File: src/rtl/usage_countdown_pkg.sv
package usage_countdown_pkg;
  typedef enum logic {
    RD_DAYCLK = 1'b0,
    RD_DAYS   = 1'b1
  } rd_src_e;

  function automatic int max_int(input int a, input int b);
    return (a > b) ? a : b;
  endfunction
endpackage

File: src/rtl/uc_ctrl.sv
module uc_ctrl (
  input  logic clk,
  input  logic rst_n,
  input  logic cmd_arm,
  input  logic cmd_stop,
  input  logic cmd_lock,
  input  logic access,
  input  logic expired,
  output logic armed,
  output logic running,
  output logic locked
);
  logic stop_ok;
  assign stop_ok = cmd_stop && !locked;

  always_ff @(posedge clk or negedge rst_n) begin
    if (!rst_n) begin
      armed   <= 1'b0;
      running <= 1'b0;
      locked  <= 1'b0;
    end else begin
      if (cmd_lock) locked <= 1'b1;
      if (stop_ok) begin
        running <= 1'b0;
        armed   <= 1'b0;
      end else if (expired) begin
        running <= 1'b0;
        if (cmd_arm) armed <= 1'b1;
      end else if (access && armed) begin
        running <= 1'b1;
        armed   <= 1'b0;
      end else if (cmd_arm) begin
        armed <= 1'b1;
      end
    end
  end
endmodule

File: src/rtl/uc_day_clock.sv
module uc_day_clock #(
  parameter int DAY_W = 20
) (
  input  logic             clk,
  input  logic             rst_n,
  input  logic             adv,
  output logic [DAY_W-1:0] count,
  output logic             wrap
);
  localparam logic [DAY_W-1:0] TOP = {DAY_W{1'b1}};

  assign wrap = adv && (count == TOP);

  always_ff @(posedge clk or negedge rst_n) begin
    if (!rst_n)   count <= '0;
    else if (adv) count <= count + 1'b1;
  end
endmodule

File: src/rtl/uc_days_counter.sv
module uc_days_counter #(
  parameter int DAYS_W = 9
) (
  input  logic              clk,
  input  logic              rst_n,
  input  logic              wrap,
  input  logic              unlimited,
  input  logic              locked,
  input  logic              wr,
  input  logic [DAYS_W-1:0] wr_val,
  output logic [DAYS_W-1:0] days_view,
  output logic              expired
);
  logic [DAYS_W-1:0] days_q;
  logic              wr_ok;
  logic              dec;

  assign wr_ok = wr && !locked && !expired;
  assign dec   = wrap && !unlimited && !expired;

  always_ff @(posedge clk or negedge rst_n) begin
    if (!rst_n) begin
      days_q  <= '0;
      expired <= 1'b0;
    end else if (wr_ok) begin
      days_q <= wr_val;
    end else if (dec) begin
      days_q <= days_q - 1'b1;
      if (days_q == '0) expired <= 1'b1;
    end
  end

  assign days_view = expired ? {DAYS_W{1'b1}} : days_q;
endmodule

File: src/rtl/uc_serial_out.sv
module uc_serial_out #(
  parameter int DAY_W  = 20,
  parameter int DAYS_W = 9
) (
  input  logic              clk,
  input  logic              rst_n,
  input  logic              start,
  input  logic              src,
  input  logic [DAY_W-1:0]  day_val,
  input  logic [DAYS_W-1:0] days_val,
  input  logic              ready,
  output logic              valid,
  output logic              data,
  output logic              last
);
  import usage_countdown_pkg::*;
  localparam int W  = max_int(DAY_W, DAYS_W);
  localparam int CW = $clog2(W + 1);
  localparam logic [CW-1:0] LEN_DAY  = CW'(DAY_W);
  localparam logic [CW-1:0] LEN_DAYS = CW'(DAYS_W);

  logic [W-1:0]  shreg;
  logic [CW-1:0] left;
  logic          busy;
  logic          take;

  assign take  = busy && ready;
  assign valid = busy;
  assign data  = shreg[0];
  assign last  = busy && (left == CW'(1));

  always_ff @(posedge clk or negedge rst_n) begin
    if (!rst_n) begin
      shreg <= '0;
      left  <= '0;
      busy  <= 1'b0;
    end else if (!busy) begin
      if (start) begin
        busy <= 1'b1;
        if (src == RD_DAYS) begin
          shreg <= W'(days_val);
          left  <= LEN_DAYS;
        end else begin
          shreg <= W'(day_val);
          left  <= LEN_DAY;
        end
      end
    end else if (take) begin
      shreg <= shreg >> 1;
      left  <= left - 1'b1;
      if (left == CW'(1)) busy <= 1'b0;
    end
  end
endmodule

File: src/rtl/usage_countdown.sv
module usage_countdown #(
  parameter int DAY_W  = 20,
  parameter int DAYS_W = 9
) (
  input  logic              clk,
  input  logic              rst_n,
  input  logic              tick,
  input  logic              unlimited,
  input  logic              cmd_arm,
  input  logic              cmd_stop,
  input  logic              cmd_lock,
  input  logic              cmd_wr_days,
  input  logic [DAYS_W-1:0] days_in,
  input  logic              access,
  output logic [DAY_W-1:0]  day_count,
  output logic [DAYS_W-1:0] days_left,
  output logic              expired,
  output logic              wr_inhibit,
  input  logic              rd_start,
  input  logic              rd_src,
  output logic              rd_valid,
  input  logic              rd_ready,
  output logic              rd_data,
  output logic              rd_last
);
  logic armed_q, run_q, lock_q, exp_q, adv, wrap;

  uc_ctrl u_ctrl (
    .clk(clk), .rst_n(rst_n), .cmd_arm(cmd_arm), .cmd_stop(cmd_stop),
    .cmd_lock(cmd_lock), .access(access), .expired(exp_q),
    .armed(armed_q), .running(run_q), .locked(lock_q)
  );

  assign adv = tick && run_q && !exp_q;

  uc_day_clock #(.DAY_W(DAY_W)) u_day (
    .clk(clk), .rst_n(rst_n), .adv(adv), .count(day_count), .wrap(wrap)
  );

  uc_days_counter #(.DAYS_W(DAYS_W)) u_days (
    .clk(clk), .rst_n(rst_n), .wrap(wrap), .unlimited(unlimited),
    .locked(lock_q), .wr(cmd_wr_days), .wr_val(days_in),
    .days_view(days_left), .expired(exp_q)
  );

  uc_serial_out #(.DAY_W(DAY_W), .DAYS_W(DAYS_W)) u_rd (
    .clk(clk), .rst_n(rst_n), .start(rd_start), .src(rd_src),
    .day_val(day_count), .days_val(days_left), .ready(rd_ready),
    .valid(rd_valid), .data(rd_data), .last(rd_last)
  );

  assign expired    = exp_q;
  assign wr_inhibit = exp_q;
endmodule

File: config.mk
export PLATFORM = sky130hd
export DESIGN_NAME = usage_countdown
export DESIGN_NICKNAME = d
export VERILOG_FILES = /design/src/rtl/usage_countdown_pkg.sv /design/src/rtl/uc_ctrl.sv /design/src/rtl/uc_day_clock.sv /design/src/rtl/uc_days_counter.sv /design/src/rtl/uc_serial_out.sv /design/src/rtl/usage_countdown.sv
export SDC_FILE = /design/constraint.sdc
export NUM_CORES = 1
export LEC_CHECK = 0
export ABC_AREA = 1
export BUFFER_PORTS_ARGS = -buffer_cell sky130_fd_sc_hd__buf_2
export CAP_MARGIN = 5
export CORE_ASPECT_RATIO = 0.75
export CORE_MARGIN = 8
export CORE_UTILIZATION = 45
export CTS_BUF_LIST = sky130_fd_sc_hd__clkbuf_4
export DETAILED_ROUTE_END_ITERATION = 16
export PLACE_DENSITY_LB_ADDON = 0.05
export SYNTH_ARGS = -nofsm -noshare
export SYNTH_HDL_FRONTEND = slang
export SYNTH_SLANG_ARGS = --single-unit
File: constraint.sdc
create_clock -name clk -period 3.95 [get_ports clk]
set_input_delay 0.1975 -clock clk [delete_from_list [all_inputs] [get_ports clk]]
set_output_delay 0.1975 -clock clk [all_outputs]
set_load 0.02 [all_outputs]
==> flow_summary.json <==
{
  "cts_tree": "done",
  "grt_max_degree": 37,
  "antenna_found_initial": 0,
  "cts.reportedPaths.clkPinSlew_ns": 0.11,
  "vias": 2789,
  "cts.sinks": 59,
  "peakVddDrop_mv": 0.244,
  "combinationalPowerShare_pct": 16.9,
  "stdcell_count": 549,
  "dpl_cell_area_mm2": 0.00349,
  "final_util_pct": 53.4,
  "reg2reg_slack_ns": 1.38,
  "root_buffer": "clkbuf_4",
  "final_cell_mix": "nand2_1 (102), dfrtp_1 (59), inv_1 (54), buf_2 (54), nor2_1 (37)",
  "synth-seq-cells": 59,
  "numPlacedInstances": 530,
  "grt_usage_pct": 17.0,
  "grt_pass1_wl_um": 13300,
  "gp_congestion": 0.863,
  "rows": 26,
  "worstPathRequired_ns": 4.20,
  "p_int_mw": 0.973,
  "drtAntennaViolNets": 0,
  "grt_pass1_vias": 2614,
  "hold_violations": 0,
  "crit_type": "flop to flop",
  "crit_arrival_ns": 2.82,
  "post-cts-setup-buffer-count": 0,
  "postSynthAreaPerCell_um2": 7.90,
  "period_share_pct": 65.0,
  "start_kind": "flop",
  "finalMaxSlewViolations": 0,
  "syn_nets": 428,
  "drive_gt1_share_pct": 18.5,
  "clock_skew_ns": 0.0136,
  "power_mw": 1.39,
  "min_period_ns": 2.57,
  "pre_cts_ws_ns": 1.42,
  "cts_buffers": 9,
  "final_cell_area_mm2": 0.00365,
  "routed_wl_um": 8010,
  "rsz0062_at_grt": "false",
  "netlist_area_mm2": 0.00318,
  "io_pins": 55,
  "fill_cells": 684,
  "outcome": "finished, final reports clean",
  "die_w_um": 113,
  "ctsResizeCount": 0,
  "die_area_mm2": 0.0100,
  "antenna_cells": 0,
  "crit_path_end_kind": "flop",
  "power.share.sequential_pct": 52.9,
  "cts_buffer_depth": 2,
  "io_buffers": 54,
  "synth-warning-count": 0,
  "drt-initial-drc-count": 167,
  "nets": 485,
  "grt-ovfl-total": 0,
  "p_per_area_mw_per_mm2": 382,
  "ctsHtreeMaxLevel": 3,
  "final_common_cell": "nand2_1",
  "via_per_inst": 5.08,
  "hold_path_class": "input pin to flop",
  "cts_hold_buf": 3,
  "core_mm2": 0.00683,
  "finalWorstSetupSlack_ns": 1.38,
  "synth_cell_types": 35,
  "cp_max_fo": 30,
  "slew_headroom_pct": 42.0,
  "dp_hpwl_um": 5990,
  "start_util_pct": 46.6,
  "setup_viol": 0,
  "ys_seq_area_share_pct": 46.4,
  "worstMarginPinSlew_ns": 0.868,
  "clock_latency_ns": 0.41,
  "max_freq_mhz": 389,
  "switching_share_pct": 30.1,
  "dr.pass1.iters": 4,
  "switching_power_mw": 0.420,
  "leakage_nw": 1.88,
  "fin_hold_ws_ns": 0.0298,
  "fp.dieH_um": 88.8,
  "wl_per_cell_um": 14.6,
  "cap_violations": 0,
  "synth_cells": 403,
  "pwr-share-clk_pct": 30.3,
  "syn_to_final_growth_pct": 14.7,
  "drc_errors": 0,
  "tns_ns": 0
}
sequential cells by signal, summed over array words and instances, names as in the netlist:
signal	cells
u_ctrl.locked	1
u_day.count	20
u_rd.shreg	20
u_rd.left	5
u_ctrl.armed	1
u_rd.valid	1
u_ctrl.running	1
u_days.days_q	9
u_days.expired	1
cells in the mapped netlist (all sizes together):
cell / instances / area, µm²
nor2: 42 / 199
nand4: 2 / 12.5
nor4: 1 / 6.26
a22oi: 8 / 60.1
clkinv: 1 / 3.75
nand3b: 3 / 26.3
nand3: 25 / 130
dfrtp: 59 / 1480
a21oi: 15 / 75.1
xnor2: 2 / 17.5
nand2: 106 / 413
xor2: 15 / 131
o21ai: 29 / 149
or2: 1 / 6.26
inv: 56 / 210
buf: 10 / 70.1
clkbuf: 2 / 7.51
nor3: 6 / 35.0
o22ai: 13 / 81.3
a31oi: 2 / 12.5
a311oi: 1 / 8.76
ha: 4 / 50.1
worst max-delay path, cell delays in order, from the launching register on:
cell and delay, ns:
dfrtp_1 0.65, inv_1 0.32, nand2_2 0.19, nand2_1 0.51, inv_2 0.46, nor2_1 0.09
o21ai_0 0.07, o21ai_0 0.10
worst paths after layout:
path,startpoint,end,depth (start not counted)
max in group asynchronous,rst_n,u_day.count[1]$_DFFE_PN0N_,3
hold reg to reg,u_rd.shreg[7]$_DFFE_PN0P_,u_rd.shreg[7]$_DFFE_PN0P_,2
min in group asynchronous,rst_n,u_ctrl.locked$_DFFE_PN0P_,2
hold / removal,rd_start,u_rd.valid$_DFF_PN0_,3
setup / recovery,u_rd.valid$_DFF_PN0_,u_rd.left[0]$_DFFE_PN0P_,7
setup reg to reg,u_rd.valid$_DFF_PN0_,u_rd.left[0]$_DFFE_PN0P_,7
cells by family (layout without fill, tap and decap cells):
group | count (synthesis) | in the layout | synth area share (%)
and+or+nand+nor | 186 | 186 | 26.0
AOI/OAI and AO/OA | 68 | 68 | 12.2
adders and majority gates | 4 | 4 | 1.57
DFF | 59 | 59 | 46.4
buffers and inverters | 69 | 131 | 9.16
xor gates and xnor gates | 17 | 17 | 4.68
area by class of cell:
class | instances | area (µm²) | area share (%)
clock buffer | 10 | 75.1 | 2.06
clock inverter | 6 | 56.3 | 1.54
inverter | 57 | 214 | 5.86
multi-input combinational | 275 | 1410 | 38.8
sequential | 59 | 1480 | 40.5
tap | 84 | 105 | 2.88
timing repair buffer | 58 | 308 | 8.44
power by group through the flow:
| stage | Clock (mW) | Sequential, mW | Combinational (mW) |
|---|---|---|---|
| 2_1_floorplan | 0 | 0.734 | 0.168 |
| 3_3_place_gp | 0 | 0.748 | 0.232 |
| 3_5_place_dp | 0 | 0.746 | 0.231 |
| 4_1_cts | 0.437 | 0.735 | 0.236 |
| 5_1_grt | 0.463 | 0.745 | 0.274 |
| 6_report | 0.422 | 0.736 | 0.235 |
metal layers:
| layer | global-route usage [%] | share of wire (%) | up-vias | wire length, µm |
|---|---|---|---|---|
| met3 | 5.73 | 6.4 | 7 | 514 |
| met1 | 25.3 | 54 | 1297 | 4310 |
| met4 | 4.22 | 0.85 | 0 | 68 |
| li1 | - | - | 1406 | - |
| met2 | 22.7 | 39 | 79 | 3120 |
| met5 | 0 | 0 | - | 0 |
(Power assumes the default switching activity.)
